`config.mk`:
```
export PLATFORM = sky130hd
export DESIGN_NAME = cpu_status_reg
export DESIGN_NICKNAME = d
export VERILOG_FILES = /design/src/rtl/stat_pkg.sv /design/src/rtl/stat_ctrl.sv /design/src/rtl/stat_datapath.sv /design/src/rtl/cpu_status_reg.sv
export SDC_FILE = /design/constraint.sdc
export NUM_CORES = 1
export LEC_CHECK = 0
export BUFFER_PORTS_ARGS = -buffer_cell sky130_fd_sc_hd__buf_2
export CAP_MARGIN = 40
export CORE_UTILIZATION = 25
export CTS_BUF_LIST = sky130_fd_sc_hd__clkbuf_8
export CTS_CLUSTER_SIZE = 30
export DETAILED_ROUTE_END_ITERATION = 7
export PLACE_DENSITY = 0.88
export RECOVER_POWER = 100
export SLEW_MARGIN = 10
export SYNTH_ARGS = -nofsm -noshare
export SYNTH_HDL_FRONTEND = slang
export SYNTH_SLANG_ARGS = --single-unit
```
`constraint.sdc`:
```
create_clock -name clk -period 0.8 [get_ports clk]
set_input_delay 0.12 -clock clk [delete_from_list [all_inputs] [get_ports clk]]
set_output_delay 0.12 -clock clk [all_outputs]
set_load 0.01 [all_outputs]
```
`src/rtl/stat_pkg.sv`:
```
package stat_pkg;

  localparam int DATA_W_DEF  = 32;
  localparam int EN_POS_DEF  = 0;
  localparam int FRZ_POS_DEF = 1;
  localparam int INV_POS_DEF = 2;
  localparam int GIE_POS_DEF = 4;
  localparam int CFG_POS_DEF = 5;

  // strobes from control to datapath
  typedef struct packed {
    logic loadFields;
    logic fireInvalidate;
    logic forceGieLow;
  } ctlStrobe_t;

  // persistent control fields
  typedef struct packed {
    logic cacheOn;
    logic cacheFrozen;
    logic gieBit;
    logic edgeCfg;
  } fieldSet_t;

endpackage

```
`src/rtl/stat_ctrl.sv`:
```
module stat_ctrl
  import stat_pkg::*;
(
  input  logic       wrEn,
  input  logic       invBit,
  input  logic       gieClrReq,
  output ctlStrobe_t strobe
);

  always_comb begin
    strobe                = '0;
    strobe.loadFields     = wrEn;
    strobe.fireInvalidate = wrEn & invBit;
    strobe.forceGieLow    = gieClrReq;
  end

  // an invalidate strobe only exists with a write
  always_comb begin
    a_r5_inv_needs_write: assert (!strobe.fireInvalidate || wrEn);
  end

endmodule

```
`src/rtl/stat_datapath.sv`:
```
module stat_datapath
  import stat_pkg::*;
#(
  parameter int DATA_W  = DATA_W_DEF,
  parameter int EN_POS  = EN_POS_DEF,
  parameter int FRZ_POS = FRZ_POS_DEF,
  parameter int GIE_POS = GIE_POS_DEF,
  parameter int CFG_POS = CFG_POS_DEF
) (
  input  logic              clk,
  input  logic              rst,
  input  ctlStrobe_t        strobe,
  input  fieldSet_t         newFields,
  output fieldSet_t         fields,
  output logic              invPulse,
  output logic [DATA_W-1:0] rdData
);

  fieldSet_t fieldsQ;
  logic      invQ;

  always_ff @(posedge clk) begin
    if (rst) begin
      fieldsQ <= '0;
      invQ    <= 1'b0;
    end else begin
      invQ <= strobe.fireInvalidate;
      if (strobe.loadFields) begin
        fieldsQ.cacheOn     <= newFields.cacheOn;
        fieldsQ.cacheFrozen <= newFields.cacheFrozen;
        fieldsQ.edgeCfg     <= newFields.edgeCfg;
      end
      if (strobe.forceGieLow)
        fieldsQ.gieBit <= 1'b0;
      else if (strobe.loadFields)
        fieldsQ.gieBit <= newFields.gieBit;
    end
  end

  assign fields   = fieldsQ;
  assign invPulse = invQ;

  always_comb begin
    rdData          = '0;
    rdData[EN_POS]  = fieldsQ.cacheOn;
    rdData[FRZ_POS] = fieldsQ.cacheFrozen;
    rdData[GIE_POS] = fieldsQ.gieBit;
    rdData[CFG_POS] = fieldsQ.edgeCfg;
  end

  // hardware clear beats a same-cycle write
  a_r8_hw_clear_wins: assert property (@(posedge clk) disable iff (rst)
    strobe.forceGieLow |=> !fields.gieBit);

  // pulse lasts one cycle per invalidate strobe
  a_r5_pulse_source: assert property (@(posedge clk) disable iff (rst)
    invPulse |-> $past(strobe.fireInvalidate));

  // fields hold without a load or a clear
  a_r9_fields_hold: assert property (@(posedge clk) disable iff (rst)
    (!strobe.loadFields && !strobe.forceGieLow) |=> $stable(fields));

endmodule

```
`src/rtl/cpu_status_reg.sv`:
```
module cpu_status_reg
  import stat_pkg::*;
#(
  parameter int DATA_W  = DATA_W_DEF,
  parameter int EN_POS  = EN_POS_DEF,
  parameter int FRZ_POS = FRZ_POS_DEF,
  parameter int INV_POS = INV_POS_DEF,
  parameter int GIE_POS = GIE_POS_DEF,
  parameter int CFG_POS = CFG_POS_DEF
) (
  input  logic              clk,
  input  logic              rst,
  input  logic              wrEn,
  input  logic [DATA_W-1:0] wrData,
  input  logic              gieClrReq,
  output logic [DATA_W-1:0] rdData,
  output logic              cacheRdOk,
  output logic              cacheUpdOk,
  output logic              cacheInvPulse,
  output logic              gieOut,
  output logic              intEdgeMode
);

  ctlStrobe_t strobe;
  fieldSet_t  newFields;
  fieldSet_t  fields;

  assign newFields.cacheOn     = wrData[EN_POS];
  assign newFields.cacheFrozen = wrData[FRZ_POS];
  assign newFields.gieBit      = wrData[GIE_POS];
  assign newFields.edgeCfg     = wrData[CFG_POS];

  stat_ctrl u_ctrl (
    .wrEn      (wrEn),
    .invBit    (wrData[INV_POS]),
    .gieClrReq (gieClrReq),
    .strobe    (strobe)
  );

  stat_datapath #(
    .DATA_W  (DATA_W),
    .EN_POS  (EN_POS),
    .FRZ_POS (FRZ_POS),
    .GIE_POS (GIE_POS),
    .CFG_POS (CFG_POS)
  ) u_dp (
    .clk       (clk),
    .rst       (rst),
    .strobe    (strobe),
    .newFields (newFields),
    .fields    (fields),
    .invPulse  (cacheInvPulse),
    .rdData    (rdData)
  );

  assign cacheRdOk   = fields.cacheOn;
  assign cacheUpdOk  = fields.cacheOn & ~fields.cacheFrozen;
  assign gieOut      = fields.gieBit;
  assign intEdgeMode = fields.edgeCfg;

  // update permission implies read permission
  a_r4_upd_needs_rd: assert property (@(posedge clk) disable iff (rst)
    cacheUpdOk |-> cacheRdOk);

  // everything is zero after a reset edge
  a_r1_reset_clear: assert property (@(posedge clk)
    $past(rst) |-> (rdData == '0 && !cacheInvPulse && !cacheRdOk));

  // strobe bit never reads back
  a_r6_inv_reads_zero: assert property (@(posedge clk) disable iff (rst)
    wrEn |=> !rdData[INV_POS]);

  // a write with the clear bit yields a pulse next cycle
  a_r5_write_pulses: assert property (@(posedge clk) disable iff (rst)
    (wrEn && wrData[INV_POS]) |=> cacheInvPulse);

endmodule

```
==> summary.txt, run 1 <==
Detailed routing
  – Total Routed Length: ~600 um
  – Drc violations: 0
  – Total via count after detailed routing: 257
  – Routed via count divided by cell count: 3.21
  – Number of antenna-violating nets in the routed design: 0
  – Pre-Repair DR Iteration Count: 2
  – Initial DRC Count: 1
  – Wire length per cell after detailed routing: 7.44 um

Floorplan
  – Die height: ~43 um
  – Initial core utilization: 0.276
  – Die area: 1870 um^2
  – Site Rows: 14
  – Number of top-level design ports: 73
  – Placeable core area: 1540 um^2
  – Width of the die: 43.3 um

Synthesis
  – Syn avg cell area: 8.86 um^2
  – Top cell types by occurrence after synthesis: buf_4, dfxtp_1, mux2i_1
  – Largest cells by area after synthesis: buf_4, dfxtp_1, mux2i_1, buf_6, nor2_1
  – Async set-or-reset flop fraction in the synthesized netlist: 0
  – Post-synth EDFFs: 0
  – Synthesis warning total: 0
  – Synth top area share: 0.547
  – Post-synthesis cell type count: 9
  – Portion of the post-synthesis area used by sequential elements: 0.235
  – Count of state elements after synthesis: 5
  – Post-Synthesis Cells: 48
  – Synth Cell Area: about 430 um^2
  – Cell type with the largest total area after synthesis: buf_4
  – Leading cell type by number of instances after synthesis: buf_4
  – Most used flip-flop cell after synthesis: dfxtp_1

Final layout
  – Non-Filler Cell Area, Final: between 400 and 500 um^2
  – Area growth from synthesis to layout: 7.94%
  – Final net count: slightly above 100
  – Fin cells: 80
  – Final cell utilization of the core: 0.298
  – Fraction of layout instances using a drive strength above 1: 0.359
  – Number of fill cells in the layout: 170
  – N_diodes: 0

Clock tree
  – CTS Sinks: 5
  – Buffer levels on the longest clock path: 2
  – Clock root buffer: clkbuf_8
  – H-tree level count: 1
  – Later-pin clock latency in the skew report: 220 ps
  – Inserted Clock Buffers: 3
  – TritonCTS clock tree: yes
  – Clock Pin Slew Worst Setup and Hold Paths: 40 ps

Timing
  – Setup repair after global routing missed its margin: true
  – Slew Viols, Final: 0
  – Number of setup violations in the final report: 5
  – Setup Skew: 0 ps
  – Post-layout min period: between 900 and 1000 ps
  – Setup WS post-layout: -118 ps
  – Ratio of final minimum period to clock period: 1.15
  – Count of final hold-check violations: 0
  – Total negative slack: -254 ps
  – Fmax: ~1100 MHz
  – Worst Hold Slack: 66.6 ps

Critical path
  – Max FO, Critical Path: 4
  – Crit path required time: 680 ps
  – Worst R2R Path Depth: 2
  – Critical path cell sequence: nor2b_1, buf_2
  – Launch point of the worst path: u_dp.fields[3]
  – Cell depth of the worst setup path: 2
  – Data arrival at the endpoint of the critical path: 800 ps
  – R2r setup slk: 150 ps
  – Kind of end point of the critical path: output pin
  – Largest incremental delay on the critical path: 330 ps
  – Endpoint of the worst register-to-register path: u_dp.fields[1]
  – Critical Path Source Type: register
  – Worst flop-to-flop path startpoint: u_dp.fields[1]
  – Cell class contributing the biggest share of worst-path delay: flip-flops
  – Worst path slowest cell: dfxtp_2
  – WS Path Type: reg2out
  – Endpoint of the most critical setup path: cacheUpdOk
  – Number of buffer and inverter instances along the worst setup path: 1

Power and ir drop
  – Leakage power: 0.278 nW
  – Overall power after layout: 0.878 mW
  – Pwr per Cell Area: roughly 1900 nW/um^2
  – Maximum ir drop on the vdd rail: 945 uV

Hold path
  – Hold WC Path Type: in2reg
  – Launch instance of the worst min-delay path: gieClrReq

GRT
  – Vias in the first global route: about 190
  – GRT Total Usage: 0.0616
  – Maximum number of pins on one net before global-route repair: 6
  – Initial antenna violation count: 0
  – First-pass GRT wire length: 765 um
  – Final global-route overflow total: 0

Placement
  – Routability congestion estimate: roughly 0.64
  – Placement Setup Slack: 81.4 ps
  – Total placed instance area: between 300 and 400 um^2
  – Cell Count Post-Placement: 76
  – Half-perimeter wire length of the detailed placement result: 500 um
  – Count of input and output buffers: 17

Run status
  – Violations in the final reports: setup timing
  – Status: complete, but fails checks

Job
  – Count of max-cap constraint violations: 0
==> cells by family (layout without fill, tap and decap cells) <==
kind of cell  after synthesis  after routing  synth area share
other cells                 1             28           0.00882
simple gates                6              6            0.0882
mux                         4              4            0.0941
flops                       5              5             0.235
buf+inv                    32             21             0.574
==> cell type report <==
class	instances	area, um^2	area share
Timing Repair Buffer	17	109	0.237
Clock inverter	1	3.75	0.00817
Clock buffer	3	41.3	0.0899
Tap cell	16	20.0	0.0436
Sequential cell	5	103	0.223
Multi-Input combinational cell	38	183	0.398
==> layout by cell type, fill, tap and decap left out, types with 2 or more instances in the layout <==
cell type,netlist,final
dfxtp_1,5,3
buf_6,1,4
conb_1,1,28
mux2i_1,4,4
dfxtp_2,0,2
buf_2,0,11
clkbuf_8,0,3
nor2_1,3,3
==> layer usage <==
metal | wire length (um) | global-route usage
met2 | 287 | 0.0925
met5 | 0 | 0
met1 | 235 | 0.0644
met4 | 0 | 0.0182
met3 | 71 | 0.0511
==> worst min-delay path by stage <==
stage | to | slack [ps] | depth (start not counted)
finish | u_dp.fields[1] | 70 | 2
global route | u_dp.fields[1] | 60 | 2
CTS | u_dp.fields[1] | 50 | 2
detailed placement | u_dp.fields[1] | 290 | 2
global placement | u_dp.fields[1] | 290 | 2
floorplan | u_dp.fields[1] | 190 | 1
==> state kept, by name, summed over array words and instances (netlist names) <==
name and count:
u_dp.fields 4, u_dp.invPulse 1
==> power by group <==
group          total, mW  leakage [nW]  switching (mW)  internal, mW
Sequential         0.275        0.0418          0.0103         0.265
Clock              0.451        0.0269           0.122         0.329
Combinational      0.152         0.209          0.0998        0.0524
==> what timing repair did <==
item,4_1_cts,5_1_grt
setup buffers,0,0
resized for setup,6,3
hold buffers,0,0
setup endpoints to repair,8,8
pin swaps,0,0
Note: power is estimated with default switching activity, not from simulation.
==> run 2: changes to the inputs <==
--- a/config.mk
+++ b/config.mk
@@ -5,9 +5,10 @@
 export SDC_FILE = /design/constraint.sdc
 export NUM_CORES = 1
 export LEC_CHECK = 0
+export ABC_AREA = 1
 export BUFFER_PORTS_ARGS = -buffer_cell sky130_fd_sc_hd__buf_2
 export CAP_MARGIN = 40
-export CORE_UTILIZATION = 25
+export CORE_UTILIZATION = 26
 export CTS_BUF_LIST = sky130_fd_sc_hd__clkbuf_8
 export CTS_CLUSTER_SIZE = 30
 export DETAILED_ROUTE_END_ITERATION = 7
==> run 2 against run 1 <==
Compared with the run above: the run still ends with setup timing left; maximum frequency increased by 0.65%; sequential cell count is the same; final cell count is 20% higher; clock power is 1% higher; synthesized cell count rose by 33%; critical path type unchanged; highest routed layer unchanged; utilization rose by 1.2 points; largest cell class unchanged; total power grew 3.4%.
==> summary.txt, run 2 <==
Run status
  – Status: complete, but fails checks (unchanged)
  – Violations in the final reports: setup timing (unchanged)

Critical path
  – Critical path cell sequence: inv_1, nor2_1, buf_2 (was nor2b_1, buf_2)
  – Crit path required time: 680 ps (about the same)
  – Launch point of the worst path: u_dp.fields[3] (unchanged)
  – Largest incremental delay on the critical path: 330 ps (about the same)
  – Data arrival at the endpoint of the critical path: 790 ps (was 800 ps)
  – Kind of end point of the critical path: output pin (unchanged)
  – Worst path slowest cell: dfxtp_2 (unchanged)
  – Max FO, Critical Path: 4 (unchanged)
  – Worst flop-to-flop path startpoint: u_dp.fields[3] (was u_dp.fields[1])
  – WS Path Type: reg2out (unchanged)
  – Critical Path Source Type: register (unchanged)

Final layout
  – Area growth from synthesis to layout: 7.42% (was 7.94%)
  – Max FFs per register: 4 (unchanged)
  – Final net count: 117 (was 101)
  – N_diodes: 0 (unchanged)
  – Fraction of layout instances using a drive strength above 1: 0.313 (was 0.359)
  – Number of fill cells in the layout: 169 (was 170)
  – Most common cell after layout, fill and taps aside: conb_1 (unchanged)
  – Final cell utilization of the core: 0.310 (was 0.298)
  – Leading cell types in the layout, fill and taps excluded: conb_1, buf_2, nor2_1 (was conb_1, buf_2, mux2i_1, buf_6)

Floorplan
  – Placeable core area: 1580 um^2 (was 1540 um^2)
  – Number of top-level design ports: 73 (unchanged)
  – Initial core utilization: 0.289 (was 0.276)
  – Die area: 1920 um^2 (was 1870 um^2)
  – Width of the die: 43.9 um (was 43.3 um)
  – Site Rows: 14 (unchanged)
  – Die height: 43.9 um (was 43.3 um)

Detailed routing
  – Initial DRC Count: 5 (was 1)
  – Drc violations: 0 (unchanged)
  – Wire length per cell after detailed routing: 6.16 um (was 7.44 um)
  – Routed via count divided by cell count: 3.27 (was 3.21)
  – Pre-Repair DR Iteration Count: 5 (was 2)
  – Total Routed Length: 591 um (was 595 um)
  – Total via count after detailed routing: 314 (was 257)
  – Number of antenna-violating nets in the routed design: 0 (unchanged)

Power and ir drop
  – Pwr per Cell Area: 1860 nW/um^2 (was 1910 nW/um^2)
  – Leakage power: 0.312 nW (was 0.278 nW)
  – Maximum ir drop on the vdd rail: 855 uV (was 945 uV)

Synthesis
  – Syn avg cell area: 7.12 um^2 (was 8.86 um^2)
  – Synth Cell Area: 455 um^2 (was 425 um^2)
  – Post-synthesis cell type count: 9 (unchanged)
  – Top cell types by occurrence after synthesis: buf_4, nor2_1, inv_1, nand2_1, dfxtp_1 (was buf_4, dfxtp_1, mux2i_1)
  – Synthesis warning total: 0 (unchanged)
  – Synth top area share: 0.511 (was 0.547)
  – Count of state elements after synthesis: 5 (unchanged)
  – Leading cell type by number of instances after synthesis: buf_4 (unchanged)
  – Most used flip-flop cell after synthesis: dfxtp_1 (unchanged)
  – Post-synth EDFFs: 0 (unchanged)
  – Async set-or-reset flop fraction in the synthesized netlist: 0 (unchanged)
  – Largest cells by area after synthesis: buf_4, dfxtp_1, nor2_1, inv_1, nand2_1 (was buf_4, dfxtp_1, mux2i_1, buf_6, nor2_1)
  – Cell type with the largest total area after synthesis: buf_4 (unchanged)
  – Post-Synthesis Cells: 64 (was 48)
  – Portion of the post-synthesis area used by sequential elements: 0.220 (was 0.235)

GRT
  – GRT Total Usage: 0.0604 (was 0.0616)
  – Vias in the first global route: 206 (was 187)
  – Final global-route overflow total: 0 (unchanged)
  – First-pass GRT wire length: 765 um (unchanged)
  – Maximum number of pins on one net before global-route repair: 10 (was 6)
  – Initial antenna violation count: 0 (unchanged)

Hold path
  – Launch instance of the worst min-delay path: rst (was gieClrReq)
  – Hold WC Path Type: in2reg (unchanged)

Timing
  – Count of final hold-check violations: 0 (unchanged)
  – Worst Hold Slack: 88.3 ps (was 66.6 ps)
  – Setup repair after global routing missed its margin: true (unchanged)
  – Slew Viols, Final: 0 (unchanged)
  – Fmax: 1100 MHz (was 1090 MHz)
  – Number of setup violations in the final report: 5 (unchanged)
  – Post-layout min period: 912 ps (was 918 ps)
  – Ratio of final minimum period to clock period: 1.14 (was 1.15)
  – Setup Skew: 0 ps (unchanged)
  – Total negative slack: -243 ps (was -254 ps)
  – Setup WS post-layout: -112 ps (was -118 ps)

Clock tree
  – Clock root buffer: clkbuf_8 (unchanged)
  – Buffer levels on the longest clock path: 2 (unchanged)
  – Later-pin clock latency in the skew report: 220 ps (about the same)
  – Clock Pin Slew Worst Setup and Hold Paths: 40 ps (about the same)
  – TritonCTS clock tree: yes (unchanged)
  – H-tree level count: 1 (unchanged)
  – Inserted Clock Buffers: 3 (unchanged)
  – CTS Sinks: 5 (unchanged)

Placement
  – Routability congestion estimate: 0.660 (was 0.640)
  – Count of input and output buffers: 17 (unchanged)
  – Half-perimeter wire length of the detailed placement result: 474 um (was 500 um)

Job
  – Count of max-cap constraint violations: 0 (unchanged)
run 2: power breakdown:
group	switching (mW)	internal (mW)	leakage (nW)
Clock	0.127	0.329	0.0269
Sequential	0.0116	0.267	0.0419
Combinational	0.115	0.0586	0.243
Total	0.254	0.655	0.312
run 2: per-stage QoR:
stage	setup slack [ps]	cells	instance area, um^2	power [mW]
after global routing	-143	96	489	0.960
final	-112	96	489	0.908
after CTS	-125	96	468	0.915
after global placement	111	92	418	0.436
after detailed placement	89.7	92	418	0.440
after floorplan	78.9	91	557	0.508
run 2: kinds of logic after synthesis:
group | Yosys count | synth area share
buf+inv | 38 | 0.585
flops | 5 | 0.220
other cells | 1 | 0.00823
simple gates | 20 | 0.187
run 2: worst paths after layout:
path	to	slack, ps	cells after the start
worst max-delay path	cacheUpdOk	-110	3
worst min-delay path	u_dp.invPulse	90	2
worst max register to register	u_dp.fields[3]	190	2
worst min register to register	u_dp.fields[2]	480	2
run 2: final cells by class:
type	count	area (um^2)	area share
Tap cell	16	20.0	0.0409
Sequential cell	5	103	0.210
Clock buffer	3	41.3	0.0844
Timing Repair Buffer	17	109	0.223
Clock inverter	1	3.75	0.00767
Multi-Input combinational cell	48	190	0.389
Inverter	6	22.5	0.0460
run 2: timing repair:
item | 4_1_cts | 5_1_grt
setup buffers | 0 | 0
endpoints found under the setup margin | 8 | 8
gates resized for setup | 4 | 4
pin swaps | 0 | 0
hold buffers | 0 | 0
run 2: critical path: cells and delay by family (launching register included):
family | cells | cell delay, ps
buffers and inverters | 2 | 170
DFF | 1 | 330
and+or+nand+nor | 1 | 70
run 2: metal layers:
metal / up-vias / routed length [um] / part of all wire / global-route usage
li1: 156 / - / - / -
met1: 123 / 205 / 0.35 / 0.0475
met2: 35 / 279 / 0.47 / 0.101
met3: 0 / 106 / 0.18 / 0.0625
met4: 0 / 0 / 0 / 0.0182
met5: - / 0 / 0 / 0
==> run 3: changes to the inputs <==
--- a/config.mk
+++ b/config.mk
@@ -8,6 +8,7 @@
 export ABC_AREA = 1
 export BUFFER_PORTS_ARGS = -buffer_cell sky130_fd_sc_hd__buf_2
 export CAP_MARGIN = 40
+export CORE_MARGIN = 5
 export CORE_UTILIZATION = 26
 export CTS_BUF_LIST = sky130_fd_sc_hd__clkbuf_8
 export CTS_CLUSTER_SIZE = 30
==> run 3 against run 2 <==
Compared with the run above: the flow still finishes with violations (setup timing); via count up 1.6%; clock skew is the same; critical path depth stayed put; final cell count is 1.0% higher; maximum frequency increased by 1.8%; register-to-register slack about the same; total power grew 0.43%; non-clock buffer count unchanged; cell area increased by 2.3%; largest cell class unchanged; largest power group unchanged.
==> summary.txt, run 3 (synthesized netlist as in run 2, its figures left out) <==
Critical path
  – Launch point of the worst path: u_dp.fields[3] (unchanged)
  – WS Path Type: reg2out (unchanged)
  – Endpoint of the worst register-to-register path: u_dp.fields[1] (was u_dp.fields[3])
  – Kind of end point of the critical path: output pin (unchanged)
  – Worst R2R Path Depth: 2 (unchanged)
  – Critical Path Source Type: register (unchanged)
  – Crit path required time: 680 ps (about the same)
  – Worst flop-to-flop path startpoint: u_dp.fields[1] (was u_dp.fields[3])
  – R2r setup slk: 200 ps (was 190 ps)
  – Endpoint of the most critical setup path: cacheUpdOk (unchanged)
  – Data arrival at the endpoint of the critical path: 780 ps (was 790 ps)
  – Max FO, Critical Path: 4 (unchanged)

Timing
  – Slew Viols, Final: 0 (unchanged)
  – Ratio of final minimum period to clock period: 1.12 (was 1.14)
  – Worst Hold Slack: 87.4 ps (was 88.3 ps)
  – Setup repair after global routing missed its margin: true (unchanged)
  – Setup WS post-layout: -96.0 ps (was -112 ps)
  – Count of final hold-check violations: 0 (unchanged)
  – Fmax: 1120 MHz (was 1100 MHz)
  – Number of setup violations in the final report: 3 (was 5)
  – Total negative slack: -203 ps (was -243 ps)
  – Setup Skew: 0 ps (unchanged)
  – Post-layout min period: 896 ps (was 912 ps)

Detailed routing
  – Total Routed Length: 751 um (was 591 um)
  – Drc violations: 0 (unchanged)
  – Total via count after detailed routing: 319 (was 314)
  – Met3 wire length: 137 um (was 106 um)
  – Met1 wire length: 295 um (was 205 um)
  – Top layer in use: met4 (was met3)
  – Routed via count divided by cell count: 3.29 (was 3.27)
  – Pre-Repair DR Iteration Count: 4 (was 5)
  – Number of antenna-violating nets in the routed design: 0 (unchanged)
  – Wire length on met2: 310 um (was 279 um)
  – Initial DRC Count: 2 (was 5)
  – Wire length per cell after detailed routing: 7.74 um (was 6.16 um)

GRT
  – Vias in the first global route: 270 (was 206)
  – Final global-route overflow total: 0 (unchanged)
  – Initial antenna violation count: 0 (unchanged)
  – Maximum number of pins on one net before global-route repair: 10 (unchanged)
  – First-pass GRT wire length: 1060 um (was 765 um)
  – GRT Total Usage: 0.0579 (was 0.0604)

Final layout
  – Final net count: 117 (unchanged)
  – Max FFs per register: 4 (unchanged)
  – Area growth from synthesis to layout: 9.89% (was 7.42%)
  – Most common cell after layout, fill and taps aside: conb_1 (unchanged)
  – Number of fill cells in the layout: 189 (was 169)
  – Leading cell types in the layout, fill and taps excluded: conb_1, buf_2, nor2_1 (unchanged)
  – N_diodes: 0 (unchanged)
  – Final cell utilization of the core: 0.296 (was 0.310)
  – Fraction of layout instances using a drive strength above 1: 0.325 (was 0.313)
  – Non-Filler Cell Area, Final: 500 um^2 (was 489 um^2)

Power and ir drop
  – Leakage power: 0.314 nW (was 0.312 nW)
  – Maximum ir drop on the vdd rail: 584 uV (was 855 uV)
  – Pwr per Cell Area: 1820 nW/um^2 (was 1860 nW/um^2)

Run status
  – Status: complete, but fails checks (unchanged)
  – Violations in the final reports: setup timing (unchanged)

Clock tree
  – Count of buffers added by post-CTS timing repair for setup: 0 (unchanged)
  – H-tree level count: 1 (unchanged)
  – Clock Pin Slew Worst Setup and Hold Paths: 40 ps (about the same)
  – Later-pin clock latency in the skew report: 220 ps (about the same)
  – Inserted Clock Buffers: 3 (unchanged)
  – Clock root buffer: clkbuf_8 (unchanged)
  – Buffer levels on the longest clock path: 2 (unchanged)
  – TritonCTS clock tree: yes (unchanged)
  – CTS Sinks: 5 (unchanged)

Placement
  – Placement Setup Slack: 101 ps (was 89.7 ps)
  – Count of input and output buffers: 17 (unchanged)
  – Half-perimeter wire length of the detailed placement result: 636 um (was 474 um)
  – Routability congestion estimate: 0.593 (was 0.660)
  – Total placed instance area: 419 um^2 (was 418 um^2)

Floorplan
  – Placeable core area: 1690 um^2 (was 1580 um^2)
  – Number of top-level design ports: 73 (unchanged)
  – Site Rows: 15 (was 14)
  – Die height: 51.9 um (was 43.9 um)
  – Width of the die: 51.9 um (was 43.9 um)
  – Initial core utilization: 0.270 (was 0.289)
  – Die area: 2690 um^2 (was 1920 um^2)

Job
  – Count of max-cap constraint violations: 0 (unchanged)

Hold path
  – Hold WC Path Type: in2reg (unchanged)
==> run 3: layout make-up <==
| cell class | count | area [um^2] | share of cell area |
|---|---|---|---|
| clock inverters | 1 | 3.75 | 0.00750 |
| inverters | 6 | 22.5 | 0.0450 |
| multi-input cells | 48 | 190 | 0.380 |
| repair buffers | 17 | 115 | 0.230 |
| flip-flops and latches | 5 | 106 | 0.213 |
| well taps | 17 | 21.3 | 0.0425 |
| clock buffers | 3 | 41.3 | 0.0825 |
==> run 3: repair_timing <==
item,CTS,global route
hold buffers,0,0
gates resized for setup,8,2
setup endpoints to repair,8,8
==> run 3: power breakdown <==
group	leakage, nW	switching [mW]	internal [mW]
combinational	0.245	0.118	0.0626
sequential	0.0425	0.0127	0.266
clock	0.0269	0.124	0.329
total	0.314	0.254	0.658
==> run 3: worst min path at each step <==
| stage | start | to | cells after the start |
|---|---|---|---|
| after floorplan | rst | u_dp.invPulse | 1 |
| after global placement | rst | u_dp.invPulse | 2 |
| after detailed placement | rst | u_dp.invPulse | 2 |
| after CTS | rst | u_dp.invPulse | 2 |
| after global routing | rst | u_dp.invPulse | 2 |
| final | rst | u_dp.invPulse | 2 |
==> run 3: worst max-delay path: stages, from the launching register on <==
cell     delay [ps]
dfxtp_2         330
inv_1            40
nor2_1           60
buf_2           130
==> run 3: metrics by stage <==
stage / cells / power [mW]
after CTS: 97 / 0.929
after detailed placement: 93 / 0.441
after global routing: 97 / 0.979
after floorplan: 91 / 0.508
after global placement: 93 / 0.439
final: 97 / 0.912
==> run 3: metal layers <==
| layer | GRT usage | vias to the layer above |
|---|---|---|
| met5 | 0 | - |
| met4 | 0.0393 | 0 |
| met3 | 0.0487 | 2 |
| met2 | 0.0858 | 34 |
| met1 | 0.0521 | 126 |
| li1 | - | 157 |
